### src/rtl/codec_regs_pkg.sv
package codec_regs_pkg;
  localparam int NREG = 32;
  localparam int DW = 8;
  localparam int IW = $clog2(NREG);

  localparam logic [1:0] PORT_INDEX = 2'd0;
  localparam logic [1:0] PORT_DATA = 2'd1;
  localparam logic [1:0] PORT_STATUS = 2'd2;
  localparam logic [1:0] PORT_PIO = 2'd3;

  localparam logic [IW-1:0] REG_FORMAT = 5'd8;
  localparam logic [IW-1:0] REG_IFCFG = 5'd9;
  localparam logic [IW-1:0] REG_CALSTAT = 5'd11;
  localparam logic [IW-1:0] REG_MODE = 5'd12;
  localparam logic [IW-1:0] REG_RSV_A = 5'd22;
  localparam logic [IW-1:0] REG_FLAGS = 5'd24;
  localparam logic [IW-1:0] REG_RSV_B = 5'd27;
  localparam logic [IW-1:0] REG_RSV_C = 5'd29;

  localparam int MCE_BIT = 6;
  localparam int WIDE_BIT = 6;
  localparam int PLAY_FLAG_BIT = 4;
  localparam int CAL_BIT = 5;

  typedef struct packed {
    logic wrIdx;
    logic wrReg;
    logic [IW-1:0] wrSel;
    logic [DW-1:0] wrMask;
    logic clrStatus;
    logic clrInt;
    logic calLoad;
    logic calDec;
  } strobe_t;

  function automatic logic [DW-1:0] resetVal(input int i);
    case (i)
      2, 3, 4, 5, 18, 19: resetVal = 8'h88;
      6, 7: resetVal = 8'h80;
      9: resetVal = 8'h08;
      12: resetVal = 8'h8A;
      25, 26: resetVal = 8'hA0;
      default: resetVal = 8'h00;
    endcase
  endfunction
endpackage

### src/rtl/codec_regs_ctrl.sv
module codec_regs_ctrl
  import codec_regs_pkg::*;
#(
  parameter int CAL_W = 1
) (
  input  logic clk,
  input  logic rstN,
  input  logic [1:0] addr,
  input  logic wrEn,
  input  logic [DW-1:0] wrData,
  input  logic rdEn,
  input  logic [6:0] idxReg,
  input  logic [NREG-1:0][DW-1:0] regs,
  input  logic intFlag,
  input  logic [CAL_W-1:0] calCnt,
  output strobe_t st,
  output logic [DW-1:0] rdData
);
  logic wideMode;
  logic mce;
  logic [IW-1:0] curIdx;
  logic calBusy;

  assign wideMode = regs[REG_MODE][WIDE_BIT];
  assign mce = idxReg[MCE_BIT];
  assign curIdx = wideMode ? idxReg[IW-1:0] : {1'b0, idxReg[IW-2:0]};
  assign calBusy = (calCnt != '0);

  always_comb begin
    st = '0;
    st.wrSel = curIdx;
    if (wrEn) begin
      case (addr)
        PORT_INDEX: begin
          st.wrIdx = 1'b1;
          st.calLoad = !mce && wrData[MCE_BIT] && (regs[REG_IFCFG][4:3] != 2'b00);
        end
        PORT_DATA: begin
          case (curIdx)
            REG_FORMAT: begin
              if (mce) begin
                st.wrReg = 1'b1;
                st.wrMask = 8'hFF;
              end else if (regs[REG_FLAGS][PLAY_FLAG_BIT]) begin
                st.wrReg = 1'b1;
                st.wrMask = 8'hF0;
              end
            end
            REG_IFCFG: begin
              st.wrReg = 1'b1;
              st.wrMask = 8'hDF;
            end
            REG_CALSTAT, REG_RSV_A, REG_RSV_B, REG_RSV_C: st.wrReg = 1'b0;
            REG_MODE: begin
              st.wrReg = 1'b1;
              st.wrMask = 8'h40;
            end
            REG_FLAGS: begin
              st.wrReg = 1'b1;
              st.wrMask = 8'hFF;
              st.clrInt = regs[REG_FLAGS][PLAY_FLAG_BIT] && !wrData[PLAY_FLAG_BIT];
            end
            default: begin
              st.wrReg = 1'b1;
              st.wrMask = 8'hFF;
            end
          endcase
        end
        PORT_STATUS: st.clrStatus = 1'b1;
        default: ;
      endcase
    end
    if (rdEn && addr == PORT_DATA && curIdx == REG_CALSTAT && calBusy) st.calDec = 1'b1;
  end

  always_comb begin
    case (addr)
      PORT_INDEX: rdData = {1'b0, idxReg};
      PORT_DATA: begin
        rdData = regs[curIdx];
        if (curIdx == REG_CALSTAT && calBusy) rdData[CAL_BIT] = 1'b1;
      end
      PORT_STATUS: rdData = {7'b0, intFlag};
      default: rdData = '0;
    endcase
  end

  // a format write with neither enable path open produces no register write
  p_fmt_gate_r5: assert property (@(posedge clk) disable iff (!rstN)
    (wrEn && addr == PORT_DATA && curIdx == REG_FORMAT && !mce && !regs[REG_FLAGS][PLAY_FLAG_BIT])
    |-> !st.wrReg);

  // the counter is never decremented below zero
  p_cal_dec_r7: assert property (@(posedge clk) disable iff (!rstN)
    st.calDec |-> calBusy);
endmodule

### src/rtl/codec_regs_dp.sv
module codec_regs_dp
  import codec_regs_pkg::*;
#(
  parameter int CAL_LOAD = 1,
  parameter int CAL_W = 1
) (
  input  logic clk,
  input  logic rstN,
  input  strobe_t st,
  input  logic [DW-1:0] wrData,
  input  logic [2:0] flagSet,
  output logic [6:0] idxReg,
  output logic [NREG-1:0][DW-1:0] regs,
  output logic intFlag,
  output logic [CAL_W-1:0] calCnt,
  output logic intClrPulse
);
  always_ff @(posedge clk or negedge rstN) begin
    if (!rstN) idxReg <= 7'h40;
    else if (st.wrIdx) idxReg <= wrData[6:0];
  end

  for (genvar i = 0; i < NREG; i++) begin : g_reg
    logic [DW-1:0] nxt;
    always_comb begin
      nxt = regs[i];
      if (st.wrReg && st.wrSel == IW'(i)) nxt = (regs[i] & ~st.wrMask) | (wrData & st.wrMask);
      if (i == int'(REG_FLAGS)) begin
        if (st.clrStatus) nxt[6:4] = 3'b000;
        nxt[6:4] = nxt[6:4] | flagSet;
      end
    end
    always_ff @(posedge clk or negedge rstN) begin
      if (!rstN) regs[i] <= resetVal(i);
      else regs[i] <= nxt;
    end
  end

  always_ff @(posedge clk or negedge rstN) begin
    if (!rstN) begin
      intFlag <= 1'b0;
      intClrPulse <= 1'b0;
      calCnt <= '0;
    end else begin
      if (flagSet != 3'b000) intFlag <= 1'b1;
      else if (st.clrStatus || st.clrInt) intFlag <= 1'b0;
      intClrPulse <= st.clrStatus || st.clrInt;
      if (st.calLoad) calCnt <= CAL_W'(CAL_LOAD);
      else if (st.calDec) calCnt <= calCnt - 1'b1;
    end
  end

  // register 12 keeps every bit but bit 6 across a write
  p_mode_bit_only_r4: assert property (@(posedge clk) disable iff (!rstN)
    (st.wrReg && st.wrSel == REG_MODE) |=> ((regs[REG_MODE] & 8'hBF) == ($past(regs[REG_MODE]) & 8'hBF)));

  // register 11 never changes
  p_ro_cal_r7: assert property (@(posedge clk) disable iff (!rstN)
    1'b1 |=> $stable(regs[REG_CALSTAT]));

  // a status write with no new event leaves the flag clear
  p_status_clear_r8: assert property (@(posedge clk) disable iff (!rstN)
    (st.clrStatus && flagSet == 3'b000) |=> (!intFlag && regs[REG_FLAGS][6:4] == 3'b000 && intClrPulse));

  // an event always leaves the interrupt flag set
  p_event_sets_r13: assert property (@(posedge clk) disable iff (!rstN)
    (flagSet != 3'b000) |=> intFlag);
endmodule

### src/rtl/codec_index_regs.sv
module codec_index_regs
  import codec_regs_pkg::*;
#(
  parameter int CAL_LOAD = 1
) (
  input  logic clk,
  input  logic rstN,
  input  logic [1:0] addr,
  input  logic wrEn,
  input  logic [7:0] wrData,
  input  logic rdEn,
  output logic [7:0] rdData,
  input  logic [2:0] flagSet,
  output logic [7:0] fmtReg,
  output logic [7:0] ifCfgReg,
  output logic irqOut,
  output logic intClrPulse
);
  localparam int CAL_W = $clog2(CAL_LOAD + 1);

  strobe_t st;
  logic [6:0] idxReg;
  logic [NREG-1:0][DW-1:0] regs;
  logic intFlag;
  logic [CAL_W-1:0] calCnt;

  codec_regs_ctrl #(.CAL_W(CAL_W)) u_ctrl (
    .clk(clk), .rstN(rstN), .addr(addr), .wrEn(wrEn), .wrData(wrData), .rdEn(rdEn),
    .idxReg(idxReg), .regs(regs), .intFlag(intFlag), .calCnt(calCnt),
    .st(st), .rdData(rdData)
  );

  codec_regs_dp #(.CAL_LOAD(CAL_LOAD), .CAL_W(CAL_W)) u_dp (
    .clk(clk), .rstN(rstN), .st(st), .wrData(wrData), .flagSet(flagSet),
    .idxReg(idxReg), .regs(regs), .intFlag(intFlag), .calCnt(calCnt),
    .intClrPulse(intClrPulse)
  );

  assign fmtReg = regs[REG_FORMAT];
  assign ifCfgReg = regs[REG_IFCFG];
  assign irqOut = intFlag;

  // bit 5 of the interface configuration never becomes 1
  p_ifcfg_bit5_r6: assert property (@(posedge clk) disable iff (!rstN)
    1'b1 |=> !ifCfgReg[5]);
endmodule

### config.mk
export PLATFORM = sky130hd
export DESIGN_NAME = codec_index_regs
export DESIGN_NICKNAME = d
export VERILOG_FILES = /design/src/rtl/codec_regs_pkg.sv /design/src/rtl/codec_regs_ctrl.sv /design/src/rtl/codec_regs_dp.sv /design/src/rtl/codec_index_regs.sv
export SDC_FILE = /design/constraint.sdc
export NUM_CORES = 1
export LEC_CHECK = 0
export BUFFER_PORTS_ARGS = -buffer_cell sky130_fd_sc_hd__buf_2
export CORE_MARGIN = 2
export CORE_UTILIZATION = 31
export CTS_CLUSTER_SIZE = 24
export DETAILED_ROUTE_END_ITERATION = 8
export PLACE_DENSITY = 0.58
export SLEW_MARGIN = 15
export SYNTH_ARGS = -nofsm -noshare
export SYNTH_HDL_FRONTEND = slang
export SYNTH_HIERARCHICAL = 1
export SYNTH_SLANG_ARGS = --single-unit
### constraint.sdc
create_clock -name clk -period 3.2 [get_ports clk]
set_clock_uncertainty 0.1 [all_clocks]
set_input_delay 0.48 -clock clk [delete_from_list [all_inputs] [get_ports clk]]
set_output_delay 0.48 -clock clk [all_outputs]
set_load 0.02 [all_outputs]
**After elaboration in Yosys (flattened, before gate mapping)**

Index checks and enable logic that the tools add are counted.

- Word-level logic and storage cells: 215
- Output and inout port bits: 26
- Input bits: 17
- Register bits: 266

- Bitwise gates (word level): 67
- Add/sub/neg operators: 1
- Magnitude comparators: 1
- Reductions and logical operators: 49
- Multiplexer cells: 27
- Eq/ne operators: 33

Operators with widths:

| cell | number |
|---|---|
| $and A8 B8 Y8 | 33 |
| $or A8 B8 Y8 | 32 |
| $eq A5 B5 Y1 const B | 16 |
| $bmux W8 S5 | 1 |
| $eq A5 B4 Y1 const B | 8 |
| $logic_and A1 B1 Y1 | 39 |
| $mux W8 | 4 |
| $pmux W8 S4 | 1 |
| $pmux W8 S3 | 1 |
| $eq A5 B3 Y1 const B | 4 |
| $mux W1 | 14 |
| $mux W11 | 1 |
| $eq A5 B2 Y1 const B | 2 |
| $not A8 Y8 | 1 |
| $mux W7 | 1 |
| $lt A5 B6 Y1 const B | 1 |
| $reduce_bool A2 Y1 | 3 |
| $eq A5 B1 Y1 const B | 1 |
| $logic_not A5 Y1 | 1 |
| $mux W5 | 1 |
| $reduce_or A4 Y1 | 1 |
| $mux W3 | 1 |
| $or A3 B3 Y3 | 1 |
| $reduce_bool A3 Y1 | 1 |
| other kinds (8) | 9 |

**Longest topological paths before layout**

Gate-level depths: netlist of run 1.

- Word-level depth: 12
- Mapped depth: 13
- Gate-level depth less buffers: 8

**Modules after synthesis**

The synthesis of run 1 kept the hierarchy.

Modules (own cells, without submodules):

| module | seq. area each (µm²) | instances | cells an instance | area an instance (µm²) |
|---|---|---|---|---|
| codec_regs_dp | 6685.2 | 1 | 920 | 11936.4 |
| codec_regs_ctrl | 0.0 | 1 | 319 | 2727.6 |

**Worst setup path before layout of run 1**

OpenSTA, ideal clock, no wires.

- Kind: reg2reg
- From: register u_dp.idxReg[1]
- To: register (tool-made name)
- Period minus slack after synthesis: 3103 ps
- Setup slack: 97 ps
- Required time: 2975 ps
- Library setup time: 125 ps
- Buffers on the path: 5
- Arrival: 2878 ps
- Stages on the path, launching flop included: 13
- Path through: dfrtp_1 buf_4 buf_12 buf_4 buf_4 nor2b_1 o21ai_0 o31ai_1 a211oi_1 nor4b_4 buf_6 nand3_1 mux2_4

RTL lines:

| item | line | source |
|---|---|---|
| from (decl) | codec_regs_dp.sv:12 | `output logic [6:0] idxReg,` |
| from (signal assigned) | codec_regs_dp.sv:20 | `else if (st.wrIdx) idxReg <= wrData[6:0];` |

**Final worst setup path of run 1**

- From: register u_dp.idxReg[1]
- To: output rdData[4]

- Cells in the longest elaborated chain, start to end: 4

RTL lines:

| item | line | source |
|---|---|---|
| $mux W5 | codec_regs_ctrl.sv:26 | `assign curIdx = wideMode ? idxReg[IW-1:0] : {1'b0, idxReg[IW-2:0]};` |
| $bmux W8 S5 | codec_regs_ctrl.sv:80 | `rdData = regs[curIdx];` |
| $mux W8 (not written as such) | codec_regs_ctrl.sv:80 |  |
| $pmux W8 S3 | codec_regs_ctrl.sv:77 | `case (addr)` |
| to (decl) | codec_index_regs.sv:12 | `output logic [7:0] rdData,` |

Every way passes these cells. The select of a mux whose other input is x is not followed.

==> results of run 1 <==
==> stage by stage <==
stage	setup slack [ns]	instances	power, W
finish	-0.2391	1867	0.009159
CTS	-0.2753	1858	0.009116
global placement	0.1184	1791	0.005166
detailed placement	0.1307	1791	0.005174
global route	-0.3483	1866	0.009475
floorplan	0.09685	1239	0.004672
==> cell type report <==
type | count | share of cell area
multi-input combinational | 813 | 0.4189
sequential | 266 | 0.3964
timing repair buffer | 116 | 0.07338
clock buffer | 46 | 0.05641
tap | 607 | 0.04499
clock inverter | 11 | 0.008228
inverter | 7 | 0.001557
antenna | 1 | 0.0001482
==> layer usage <==
layer | vias to the layer above | part of all wire
li1 | 4532 | -
met1 | 5340 | 0.45
met2 | 317 | 0.47
met3 | 54 | 0.061
met4 | 0 | 0.021
met5 | - | 0
==> kinds of logic (layout without fill, tap and decap cells) <==
kind of cell    after synthesis  count (layout)  share of synthesized area
compound gates              105             105                    0.05188
simple gates                329             330                     0.1186
buf+inv                     161             180                    0.07867
mux                         377             377                     0.2944
flops                       266             266                     0.4559
xor+xnor                      1               1                  0.0005974
other cells                   0               1                          0
==> cells in the final DEF, fill, tap and decap left out, drive strengths merged, types with 4 or more instances in the layout <==
cell | synthesis | routed
a22oi | 41 | 41
a21oi | 24 | 24
and2 | 4 | 4
clkinv | 0 | 6
nor2 | 17 | 17
nand2b | 4 | 4
and4b | 4 | 4
dfrtp | 243 | 243
clkbuf | 42 | 50
dfstp | 23 | 23
inv | 7 | 8
nor2b | 9 | 10
mux2 | 263 | 263
a211oi | 9 | 9
or4 | 5 | 5
mux4 | 15 | 15
o21ai | 7 | 7
a22o | 4 | 4
nand2 | 13 | 13
buf | 112 | 111
mux2i | 99 | 99
nand3 | 256 | 256
==> worst max-delay path, delay by kind of cell, from the launching register on <==
kind | cells | cell delay [ns]
compound gates | 3 | 0.60
simple gates | 1 | 0.55
flops | 1 | 0.51
buf+inv | 3 | 0.50
mux | 1 | 0.14
==> power by group through the flow <==
stage | Clock, W | Combinational, W | Sequential, W
after global placement | 0 | 0.00155 | 0.00361
after global routing | 0.00395 | 0.00196 | 0.00357
after CTS | 0.00380 | 0.00175 | 0.00356
final | 0.00374 | 0.00187 | 0.00356
after floorplan | 0 | 0.00109 | 0.00359
after detailed placement | 0 | 0.00156 | 0.00362
==> how the worst max path moves through the flow <==
stage | slack (ns) | depth (start not counted) | to
3_3_place_gp | 0.12 | 7 | rdData[3]
4_1_cts | -0.28 | 7 | rdData[4]
2_1_floorplan | 0.1 | 12 | register
3_5_place_dp | 0.13 | 7 | rdData[3]
5_1_grt | -0.35 | 9 | rdData[6]
6_report | -0.24 | 8 | rdData[4]
==> timing repair <==
item | CTS | global route
endpoints found under the hold margin | 67 | 0
hold buffers | 1 | 0
setup endpoints to repair | 8 | 75
setup buffers | 5 | 4
pin swaps | 5 | 17
cloned | 4 | 4
gates resized for setup | 44 | 13
==> impl_metrics.yaml, run 1 <==
floorplanning:
  num_rows: 79
  dieArea_um2: 49060
  start_util: 0.3143
  ios: 43
  die_h_um: 221.5
  dieWidth_um: 221.5
  core_um2: 46650
setup_path:
  crit_path_start_kind: "register"
  cp_common_cell: "buf_6"
  cp_data_arrival_time_ns: 2.86
  reg2regPathDepth: 11
  crit_path_start: "u_dp/idxReg[1]$_DFFE_PN0P_"
  reg2reg_slack_ns: 0.09
  r2r_end: "u_dp/regs[196]$_DFF_PN0_"
  cpMaxStageDelayCell: "or4_4"
  cpPeakStageDelay_ns: 0.55
  worst_ep_required_time_ns: 2.62
  path_cells: "buf_6, buf_16, mux2i_1, a22oi_2, a21oi_1, or4_4, a211oi_4, buf_6"
  worstSetupEndpointType: "primary output"
  r2r_start: "u_dp/idxReg[1]$_DFFE_PN0P_"
  crit_fanout: 16
  worst-setup-path-type: "reg2out"
placement:
  place_congestion: 0.8178
  portBuffers: 42
  dpl.hpwl_um: 23190
  dpl-instance-area_um2: 15250
sta:
  hold_viol_final: 0
  finalSetupTns_ns: -1.392
  slew_viol_final: 0
  rsz0062_at_grt: "true"
  whs_ns: 0.03832
  setup_viol: 7
  timing.final.crit_share: 1.075
  max_slew_margin: 0.3692
  fin_ws_ns: -0.2391
  max_freq_ghz: 0.2908
  tightest_slew_ns: 0.9420
  fin_crit_ns: 3.439
run_status:
  status: "finished with violations"
  violations: "DRC, setup timing"
pwr:
  comb_power_share: 0.204
  vdd_drop_max_v: 0.0004137
  leakage_nw: 7.634
  switching_share: 0.2912
  p_int_w: 0.006492
  p_seq_frac: 0.388
  p_per_area_nw_per_um2: 542.6
  p_sw_w: 0.002667
  pwr-share-clk: 0.408
cells_and_area:
  drive_above_1_share: 0.3535
  stdcell_area_um2: 16880
  fin_nets: 1252
  fin_util: 0.3618
  seq_area_um2: 6691
  multiInputGateArea_um2: 7071
  fill_cells: 4559
  area_growth_pct: 15.11
global_routing:
  grt_pass1_wl_um: 63450
  first_global_vias: 10420
  grt.busiest_layer: "met2"
  use_met1: 0.2286
  grt_use_total: 0.1619
  grt_max_degree: 90
  antenna_found_initial: 0
  grtUsageMet3: 0.02624
  use_met2: 0.2584
  grt-ovfl-total: 0
detailed_routing:
  drt-initial-drc-count: 1046
  dr.pass1.iters: 7
  wl_per_cell_um: 21.97
  vias: 10240
  antenna_left: 0
  drc: 2
  routed_wl_um: 41010
  viasPerCell: 5.486
yosys:
  yosys.area.top_type: "dfrtp_1"
  syn_area_um2: 14660
  synth_seq_area_share: 0.4559
  yosys-top-cells-area: "dfrtp_1 (41%), mux2_2 (13%), nand3_1 (8.7%)"
  synth_edf_count: 0
  ys_ff_latch: 266
  syn_avg_cell_area_um2: 11.84
  synth_common_cells: "nand3_1 (256), dfrtp_1 (243), mux2_2 (173)"
  synth-async-reset-ratio: 1.000
  synth.distinct_cells: 56
  syn_inst: 1239
  synth_top_area_frac: 0.4147
  yosys_warnings: 6
  synth.most_common_cell: "nand3_1"
  synth_nets: 1256
  synth_ff_type: "dfrtp_1"
clock_tree:
  clk-insertion-delay-late_ns: 0.56
  cts_root_buf: "clkbuf_16"
  htreeDepth: 1
  path_clk_slew_ns: 0.06
  cts.sinks: 266
  tritoncts: "yes"
  numCtsBuffers: 31
  cts.path.max_buffers: 3
min_path:
  whs_path_depth: 2
  worstHoldStart: "flagSet[1]"
  hold_class: "in2reg"
  min_delay_worst_endpoint: "u_dp/regs[197]$_DFF_PN0_"
job:
  cap_violations: 0
Note: power is estimated with default switching activity, not from simulation.
==> inputs of run 2 (changes only) <==
--- a/config.mk
+++ b/config.mk
@@ -10,7 +10,8 @@
 export CORE_UTILIZATION = 31
 export CTS_CLUSTER_SIZE = 24
 export DETAILED_ROUTE_END_ITERATION = 8
-export PLACE_DENSITY = 0.58
+export PLACE_DENSITY = 0.56
+export SETUP_SLACK_MARGIN = 0.02
 export SLEW_MARGIN = 15
 export SYNTH_ARGS = -nofsm -noshare
 export SYNTH_HDL_FRONTEND = slang
==> constraint.sdc (replaced) <==
create_clock -name clk -period 3.4 [get_ports clk]
set_clock_uncertainty 0.1 [all_clocks]
set_input_delay 0.51 -clock clk [delete_from_list [all_inputs] [get_ports clk]]
set_output_delay 0.51 -clock clk [all_outputs]
set_load 0.01 [all_outputs]
==> impl_metrics.yaml, run 2 (same netlist as run 1, synthesis figures left out) <==
min_path:
  worstHoldStart: "flagSet[1]"
  hold_class: "in2reg"
detailed_routing:
  routed_wl_um: 40430
  dr.pass1.iters: 5
  antenna_left: 0
  vias: 10120
  viasPerCell: 5.420
  drt-initial-drc-count: 729
  drc: 0
  wl_per_cell_um: 21.66
sta:
  fin_ws_ns: -0.08562
  finalSetupTns_ns: -0.1923
  max_slew_margin: 0.5502
  slew_viol_final: 0
  fin_crit_ns: 3.486
  timing.final.crit_share: 1.025
  max_freq_ghz: 0.2869
  hold_viol_final: 0
  rsz0062_at_grt: "true"
  tightest_slew_ns: 0.6748
  setup_viol: 3
setup_path:
  worstSetupEndpointType: "primary output"
  cpMaxStageDelayCell: "dfrtp_4"
  cp_data_arrival_time_ns: 2.88
  r2r_start: "u_dp/idxReg[1]$_DFFE_PN0P_"
  path_cells: "buf_12, buf_4, mux2i_1, a22oi_1, a21oi_1, or4_4, a211oi_4, buf_2"
  worst_ep_required_time_ns: 2.79
  cpPeakStageDelay_ns: 0.51
  crit_fanout: 9
  crit_path_start_kind: "register"
  crit_path_start: "u_dp/idxReg[1]$_DFFE_PN0P_"
  worst-setup-path-type: "reg2out"
job:
  cap_violations: 0
run_status:
  status: "finished with violations"
  violations: "setup timing"
cells_and_area:
  diodes: 0
  most-common-layout-cells: "nand3_1 (256), dfrtp_1 (241), mux2_2 (173)"
  final_cells: 1867
  area_growth_pct: 12.90
  fin_nets: 1254
  final_common_cell: "nand3_1"
  drive_above_1_share: 0.3397
floorplanning:
  dieWidth_um: 221.5
  die_h_um: 221.5
  start_util: 0.3143
  num_rows: 79
  dieArea_um2: 49060
  core_um2: 46650
  ios: 43
clock_tree:
  numCtsBuffers: 30
  clk-insertion-delay-late_ns: 0.56
  cts.path.max_buffers: 3
  tritoncts: "yes"
  htreeDepth: 1
  cts.sinks: 266
  cts_root_buf: "clkbuf_16"
  path_clk_slew_ns: 0.06
global_routing:
  first_global_vias: 10610
  grt_max_degree: 113
  grt-ovfl-total: 0
  grt_pass1_wl_um: 63780
  grt_use_total: 0.1630
  antenna_found_initial: 0
pwr:
  p_per_area_nw_per_um2: 495.8
  leakage_nw: 7.532
  vdd_drop_max_v: 0.0003584
placement:
  dpl.hpwl_um: 23590
  dp.cells: 1797
  place_congestion: 0.7927
  portBuffers: 42
==> run 2: path summary, 6_finish.rpt <==
check / end / slack [ns] / depth (start not counted)
worst max-delay path: rdData[6] / -0.09 / 8
worst min-delay path: u_dp/regs[197]$_DFF_PN0_ / 0.10 / 2
worst max register to register: register / 0.24 / 11
worst min register to register: register / 0.39 / 1
max in group asynchronous: async pin / 1.92 / 3
min in group asynchronous: async pin / 0.45 / 2
==> run 2: final cells by class <==
| class | count | area [µm²] |
|---|---|---|
| Fill cell | 4612 | 30100 |
| Tap cell | 607 | 759.5 |
| Multi-Input combinational cell | 813 | 7010 |
| Inverter | 7 | 26.28 |
| Sequential cell | 266 | 6690 |
| Clock buffer | 48 | 909.6 |
| Timing Repair Buffer | 119 | 1097 |
| Clock inverter | 7 | 62.56 |
==> run 2: through the flow <==
stage                     instance area [µm²]    util  total power (W)  hold WS [ns]  worst slack [ns]
after floorplan                         14660       -         0.004379        0.1144            0.2969
after global placement                  15270  0.3273         0.004858        0.3678            0.2456
after detailed placement                15270  0.3273         0.004867        0.3787            0.2645
after CTS                               16480  0.3533         0.008232       0.08005          -0.04399
after global routing                    16560  0.3549         0.008528       0.09006           -0.1529
final                                   16560  0.3549         0.008209        0.1013          -0.08562
==> run 2: critical path, delay by kind of cell (launching register included) <==
kind	cells	cell delay [ns]
AO/OA/AOI/OAI	3	0.66
buffers and inverters	3	0.53
flip-flops	1	0.51
AND/OR/NAND/NOR	1	0.49
multiplexers	1	0.14
==> run 2: layer usage <==
metal / GRT usage / part of all wire / vias to the layer above
met5: 0 / 0 / -
li1: - / - / 4533
met3: 0.02266 / 0.051 / 73
met4: 0.05340 / 0.032 / 0
met1: 0.2276 / 0.46 / 5229
met2: 0.2612 / 0.46 / 285
==> run 2: power by group <==
group / switching, W / internal (W) / total (W)
sequential: 0.0000633 / 0.00327 / 0.00333
clock: 0.00132 / 0.00189 / 0.00321
combinational: 0.00102 / 0.000649 / 0.00167
==> run 2: timing repair <==
action                                  CTS  global route
hold buffers                              1             0
cloned                                    2             0
endpoints found under the setup margin    8             7
buffers inserted                          7             5
gates resized for setup                  25             6
endpoints found under the hold margin    64             0
pin swaps                                14            13
